===== config.mk =====
export PLATFORM = sky130hd
export DESIGN_NAME = host_irq_agg
export DESIGN_NICKNAME = d
export VERILOG_FILES = /design/src/rtl/host_irq_pkg.sv /design/src/rtl/host_irq_decode.sv /design/src/rtl/host_irq_status.sv /design/src/rtl/host_irq_mask.sv /design/src/rtl/host_irq_pin.sv /design/src/rtl/host_irq_agg.sv
export SDC_FILE = /design/constraint.sdc
export NUM_CORES = 1
export LEC_CHECK = 0
export ABC_AREA = 1
export BUFFER_PORTS_ARGS = -buffer_cell sky130_fd_sc_hd__buf_2
export CORE_ASPECT_RATIO = 0.7
export CORE_MARGIN = 3
export CORE_UTILIZATION = 52
export DETAILED_ROUTE_END_ITERATION = 6
export MAX_ROUTING_LAYER = met4
export PLACE_DENSITY_LB_ADDON = 0.15
export SYNTH_ARGS = -nofsm -noshare
export SYNTH_HDL_FRONTEND = slang
export SYNTH_HIERARCHICAL = 1
export SYNTH_SLANG_ARGS = --single-unit

===== constraint.sdc =====
create_clock -name clk -period 2.05 [get_ports clk]
set_clock_uncertainty 0.2 [all_clocks]
set_input_delay 0.5125 -clock clk [delete_from_list [all_inputs] [get_ports clk]]
set_output_delay 0.5125 -clock clk [all_outputs]
set_load 0.02 [all_outputs]

===== src/rtl/host_irq_pkg.sv =====
package host_irq_pkg;
  localparam int SRC_W = 18;
  localparam int DATA_W = 32;
  localparam int ADDR_W = 3;
  localparam logic [SRC_W-1:0] SRC_IMPL = 18'h347FF;
  localparam logic [SRC_W-1:0] MASK_INIT = 18'h00001;
  localparam int CFG_EN_BIT = 5;
  localparam int CFG_LOW_BIT = 7;

  typedef enum logic [ADDR_W-1:0] {
    SEL_CFG  = 3'd0,
    SEL_MASK = 3'd1,
    SEL_MSET = 3'd2,
    SEL_MCLR = 3'd3,
    SEL_PEEK = 3'd4,
    SEL_TAKE = 3'd5,
    SEL_ACK  = 3'd6,
    SEL_NONE = 3'd7
  } reg_sel_e;

  typedef struct packed {
    logic cfg_wr;
    logic mask_wr;
    logic mset_wr;
    logic mclr_wr;
    logic ack_wr;
    logic take_rd;
  } strobe_t;
endpackage


===== src/rtl/host_irq_decode.sv =====
module host_irq_decode
  import host_irq_pkg::*;
(
  input  logic              wr_en,
  input  logic              rd_en,
  input  logic [ADDR_W-1:0] addr,
  output strobe_t           stb
);
  reg_sel_e sel;

  always_comb begin
    sel = reg_sel_e'(addr);
    stb = '0;
    case (sel)
      SEL_CFG:  stb.cfg_wr  = wr_en;
      SEL_MASK: stb.mask_wr = wr_en;
      SEL_MSET: stb.mset_wr = wr_en;
      SEL_MCLR: stb.mclr_wr = wr_en;
      SEL_ACK:  stb.ack_wr  = wr_en;
      SEL_TAKE: stb.take_rd = rd_en;
      default:  stb = '0;
    endcase
  end
endmodule


===== src/rtl/host_irq_status.sv =====
module host_irq_status #(
  parameter int               SRC_W = 18,
  parameter logic [SRC_W-1:0] IMPL  = '1
) (
  input  logic             clk,
  input  logic             rst_n,
  input  logic [SRC_W-1:0] evt,
  input  logic             take,
  input  logic             ack,
  input  logic [SRC_W-1:0] ack_bits,
  output logic [SRC_W-1:0] status
);
  logic [SRC_W-1:0] clr_vec;

  always_comb begin
    clr_vec = '0;
    if (take)     clr_vec = '1;
    else if (ack) clr_vec = ack_bits;
  end

  for (genvar i = 0; i < SRC_W; i++) begin : g_bit
    if (IMPL[i]) begin : g_impl
      logic bit_q;
      logic bit_d;
      logic bit_ce;

      always_comb begin
        bit_ce = evt[i] | clr_vec[i];
        bit_d  = evt[i] | (bit_q & ~clr_vec[i]);
      end

      always_ff @(posedge clk or negedge rst_n) begin
        if (!rst_n)      bit_q <= 1'b0;
        else if (bit_ce) bit_q <= bit_d;
      end

      assign status[i] = bit_q;
    end else begin : g_resv
      assign status[i] = 1'b0;
    end
  end
endmodule


===== src/rtl/host_irq_mask.sv =====
module host_irq_mask #(
  parameter int               SRC_W = 18,
  parameter logic [SRC_W-1:0] INIT  = '0
) (
  input  logic             clk,
  input  logic             rst_n,
  input  logic             load,
  input  logic             set,
  input  logic             clr,
  input  logic [SRC_W-1:0] bits,
  output logic [SRC_W-1:0] mask
);
  logic [SRC_W-1:0] mask_q;
  logic [SRC_W-1:0] mask_d;
  logic             mask_ce;

  always_comb begin
    mask_ce = load | set | clr;
    mask_d  = mask_q;
    if (load)     mask_d = bits;
    else if (set) mask_d = mask_q | bits;
    else if (clr) mask_d = mask_q & ~bits;
  end

  always_ff @(posedge clk or negedge rst_n) begin
    if (!rst_n)       mask_q <= INIT;
    else if (mask_ce) mask_q <= mask_d;
  end

  assign mask = mask_q;
endmodule


===== src/rtl/host_irq_pin.sv =====
module host_irq_pin #(
  parameter int SRC_W = 18
) (
  input  logic             clk,
  input  logic             rst_n,
  input  logic [SRC_W-1:0] status,
  input  logic [SRC_W-1:0] mask,
  input  logic             enable,
  input  logic             active_low,
  output logic             irq
);
  logic pend;
  logic irq_d;
  logic irq_q;

  always_comb begin
    pend  = |(status & ~mask);
    irq_d = (pend & enable) ^ active_low;
  end

  always_ff @(posedge clk or negedge rst_n) begin
    if (!rst_n) irq_q <= 1'b0;
    else        irq_q <= irq_d;
  end

  assign irq = irq_q;
endmodule


===== src/rtl/host_irq_agg.sv =====
module host_irq_agg
  import host_irq_pkg::*;
#(
  parameter int                  P_SRC_W  = SRC_W,
  parameter int                  P_DATA_W = DATA_W,
  parameter logic [P_SRC_W-1:0]  P_IMPL   = SRC_IMPL,
  parameter logic [P_SRC_W-1:0]  P_MINIT  = MASK_INIT
) (
  input  logic                clk,
  input  logic                rst_n,
  input  logic                wr_en,
  input  logic                rd_en,
  input  logic [ADDR_W-1:0]   addr,
  input  logic [P_DATA_W-1:0] wdata,
  output logic [P_DATA_W-1:0] rdata,
  input  logic [P_SRC_W-1:0]  evt,
  output logic                irq_out
);
  localparam int PAD_W = P_DATA_W - P_SRC_W;

  logic [1:0]          rst_sync;
  logic                rst_int_n;
  strobe_t             stb;
  logic [P_SRC_W-1:0]  wbits;
  logic [P_SRC_W-1:0]  status;
  logic [P_SRC_W-1:0]  mask;
  logic                cfg_en;
  logic                cfg_low;
  logic                cfg_en_d;
  logic                cfg_low_d;
  logic [P_DATA_W-1:0] rd_mux;
  logic [P_DATA_W-1:0] rdata_q;

  always_ff @(posedge clk or negedge rst_n) begin
    if (!rst_n) rst_sync <= 2'b00;
    else        rst_sync <= {rst_sync[0], 1'b1};
  end
  assign rst_int_n = rst_sync[1];

  assign wbits = wdata[P_SRC_W-1:0];

  host_irq_decode u_dec (
    .wr_en (wr_en),
    .rd_en (rd_en),
    .addr  (addr),
    .stb   (stb)
  );

  host_irq_status #(.SRC_W(P_SRC_W), .IMPL(P_IMPL)) u_sts (
    .clk      (clk),
    .rst_n    (rst_int_n),
    .evt      (evt),
    .take     (stb.take_rd),
    .ack      (stb.ack_wr),
    .ack_bits (wbits),
    .status   (status)
  );

  host_irq_mask #(.SRC_W(P_SRC_W), .INIT(P_MINIT)) u_msk (
    .clk   (clk),
    .rst_n (rst_int_n),
    .load  (stb.mask_wr),
    .set   (stb.mset_wr),
    .clr   (stb.mclr_wr),
    .bits  (wbits),
    .mask  (mask)
  );

  always_comb begin
    cfg_en_d  = cfg_en;
    cfg_low_d = cfg_low;
    if (stb.cfg_wr) begin
      cfg_en_d  = wdata[CFG_EN_BIT];
      cfg_low_d = wdata[CFG_LOW_BIT];
    end
  end

  always_ff @(posedge clk or negedge rst_int_n) begin
    if (!rst_int_n) begin
      cfg_en  <= 1'b0;
      cfg_low <= 1'b0;
    end else if (stb.cfg_wr) begin
      cfg_en  <= cfg_en_d;
      cfg_low <= cfg_low_d;
    end
  end

  host_irq_pin #(.SRC_W(P_SRC_W)) u_pin (
    .clk        (clk),
    .rst_n      (rst_int_n),
    .status     (status),
    .mask       (mask),
    .enable     (cfg_en),
    .active_low (cfg_low),
    .irq        (irq_out)
  );

  always_comb begin
    rd_mux = '0;
    case (reg_sel_e'(addr))
      SEL_CFG: begin
        rd_mux[CFG_EN_BIT]  = cfg_en;
        rd_mux[CFG_LOW_BIT] = cfg_low;
      end
      SEL_MASK: rd_mux = {{PAD_W{1'b0}}, mask};
      SEL_PEEK: rd_mux = {{PAD_W{1'b0}}, status};
      SEL_TAKE: rd_mux = {{PAD_W{1'b0}}, status};
      default:  rd_mux = '0;
    endcase
  end

  always_ff @(posedge clk or negedge rst_int_n) begin
    if (!rst_int_n)  rdata_q <= '0;
    else if (rd_en)  rdata_q <= rd_mux;
  end

  assign rdata = rdata_q;
endmodule


==> impl_metrics.yaml <==
critical_path:
  critPathLaunchType: "register"
  critPathSlowestCell: "dfrtp_1"
  required_ns: 1.34
  regToRegSetupSlack_ns: 0.57
  slowest_delay_ns: 0.40
  end_kind: "output port"
  path_cells: "buf_2"
  path_class: "register to output port"
  critPathMaxFanout: 2
  crit_family: "flip-flops"
  r2r_cells: 9
  critPathArrivalTime_ns: 0.87
  worst-path-buf-inv: 1
  regToRegEndpoint: "u_pin/irq"
  cp-startpoint: "rdata[5]"
yosys:
  ys_seq_area_share_pct: 43.5
  synth_top_area_share_pct: 42.7
  yosysTopAreaCell: "dfrtp_1"
  synth_top_family_by_area: "simple AND/OR/NAND/NOR gates"
  ys_async_sr_fraction_pct: 100
  synthTopCellsByCount: "nand2_1 (206), dfrtp_1 (54), inv_1 (40), nand3_1 (37), buf_4 (35)"
  synth_area_mm2: 0.00317
  synth.avg_cell_area_um2: 7.21
  muxShareOfSynthArea_pct: 0.711
  synth_fa_ha_area_share_pct: 0
  synth_compound_area_share_pct: 0.158
  synth_xor_xnor_area_share_pct: 0
  synth_cells: 439
  ys_ff_latch: 55
  synth_cell_types: 21
  synth_edf_count: 0
  synth_ff_type: "dfrtp_1"
  yosys.area_share.simple_pct: 39.2
  ys_warn_count: 6
  yosysMostFrequentCell: "nand2_1"
  synthTopCellsByArea: "dfrtp_1 (43%), nand2_1 (24%), buf_4 (8.3%)"
timing:
  setup_tns_ns: 0
  fin_crit_ns: 1.59
  setup_violations: 0
  fmax_ghz: 0.631
  slew_viol_final: 0
  final.period_utilization_pct: 77.3
  finalHoldViolations: 0
  rsz0062_at_grt: "false"
status:
  outcome: "finished clean"
global_routing:
  antenna_found_initial: 0
  grt_pass1_wl_um: 11500
  grt_overflow: 0
  grt_max_degree: 54
  grt_usage_pct: 21.3
  grt_pass1_vias: 2378
die:
  die_area_mm2: 0.00707
  core-area_mm2: 0.00581
  die_w_um: 99.3
  start_util_pct: 54.5
  fp.dieH_um: 71.3
  io_pins: 90
  row_count: 23
place:
  place_inst: 550
  dp_hpwl_um: 4970
  numPortBuffers: 57
  gp_congestion: 0.809
  dpl-instance-area_mm2: 0.00334
clock_network:
  cts_tree: "built"
  cts_inserted_buffers: 5
  htreeDepth: 2
  cts_root_buffer: "clkbuf_8"
  clockBufferDepth: 2
  insertion_delay_ns: 0.32
  cts.sinks: 55
  cts_resized: 0
  path_clk_slew_ns: 0.11
routing:
  drc_errors: 0
  drtIter0Drc: 137
  routed_wl_um: 6990
  wire_per_inst_um: 12.5
  ant_nets: 0
  drt_pass1_iterations: 4
  vias_per_cell: 4.60
  num_vias: 2573
finish:
  antennaDiodeCount: 0
  final_core_util_pct: 59.9
  final_cells: 559
  design_area_mm2: 0.00348
  syn_to_final_growth_pct: 10.0
  drive_gt1_share_pct: 19.8
  final_nets: 540
min_path:
  min_path_type: "register to async pin"
power:
  peakVddDrop_uv: 420
  leakage_uw: 0.00203
  pwr_density_cell_mw_per_mm2: 798
flow_run:
  drv_cap: 0
-- kinds of logic (layout without fill, tap and decap cells) --
family	after synthesis	in the layout
muxes	2	2
DFF	55	55
other	3	19
buffers and inverters	88	117
AOI/OAI and AO/OA	1	1
and+or+nand+nor	290	290
-- metal layers --
metal	GRT usage (%)	wire (um)	up-vias
met3	3.50	412	9
li1	-	-	1358
met1	31.0	3540	1129
met4	5.91	80	0
met2	30.9	2950	77
met5	-	0	-
-- cell type report --
| cell class | instances | area, um^2 |
|---|---|---|
| clock buffer | 5 | 68.8 |
| clock inverter | 3 | 67.6 |
| fill | 563 | 2330 |
| inverter | 43 | 164 |
| multi-input combinational | 312 | 1340 |
| sequential | 55 | 1380 |
| tap | 75 | 93.8 |
| timing repair buffer | 66 | 368 |
-- power by group --
group | switching [uW] | internal (uW)
combinational | 366 | 206
sequential | 115 | 1240
clock | 369 | 487
total | 849 | 1930
-- how the worst max path moves through the flow --
| stage | cells after the start | end | slack (ns) |
|---|---|---|---|
| detailed placement | 9 | register | 0.15 |
| CTS | 1 | rdata[14] | 0.45 |
| global placement | 9 | register | 0.19 |
| finish | 1 | rdata[5] | 0.46 |
| global route | 9 | register | 0.35 |
| floorplan | 0 | cfg_en | 0.21 |
-- placed cells by master (no fill, tap or decap), types with 2 or more instances in the layout --
| cell | Yosys | routed |
|---|---|---|
| bufinv_16 | 0 | 2 |
| inv_1 | 40 | 40 |
| clkbuf_8 | 0 | 5 |
| nor2_4 | 2 | 2 |
| buf_4 | 35 | 7 |
| conb_1 | 3 | 19 |
| or2_1 | 18 | 18 |
| dfrtp_1 | 54 | 53 |
| nand4_1 | 3 | 3 |
| inv_2 | 2 | 2 |
| nand2_1 | 206 | 206 |
| buf_2 | 6 | 57 |
| nand2_2 | 13 | 13 |
| mux2_2 | 2 | 2 |
| nand3_1 | 37 | 37 |
| nor2_1 | 10 | 10 |
-- through the flow --
stage               hold WS (ns)  worst slack, ns  total power, uW
finish                    0.0555            0.464             2780
global route              0.0973            0.348             2940
CTS                       0.0755            0.454             2790
detailed placement        0.0697            0.151             1940
global placement          0.0667            0.185             1920
floorplan                 0.0169            0.207             1790
-- repair_timing --
item / in CTS / in global routing
buffers inserted: 0 / 0
hold endpoints to repair: 2 / 0
hold buffers: 1 / 0
setup endpoints to repair: 0 / 0
No activity file was read; power rests on OpenSTA's default activity.
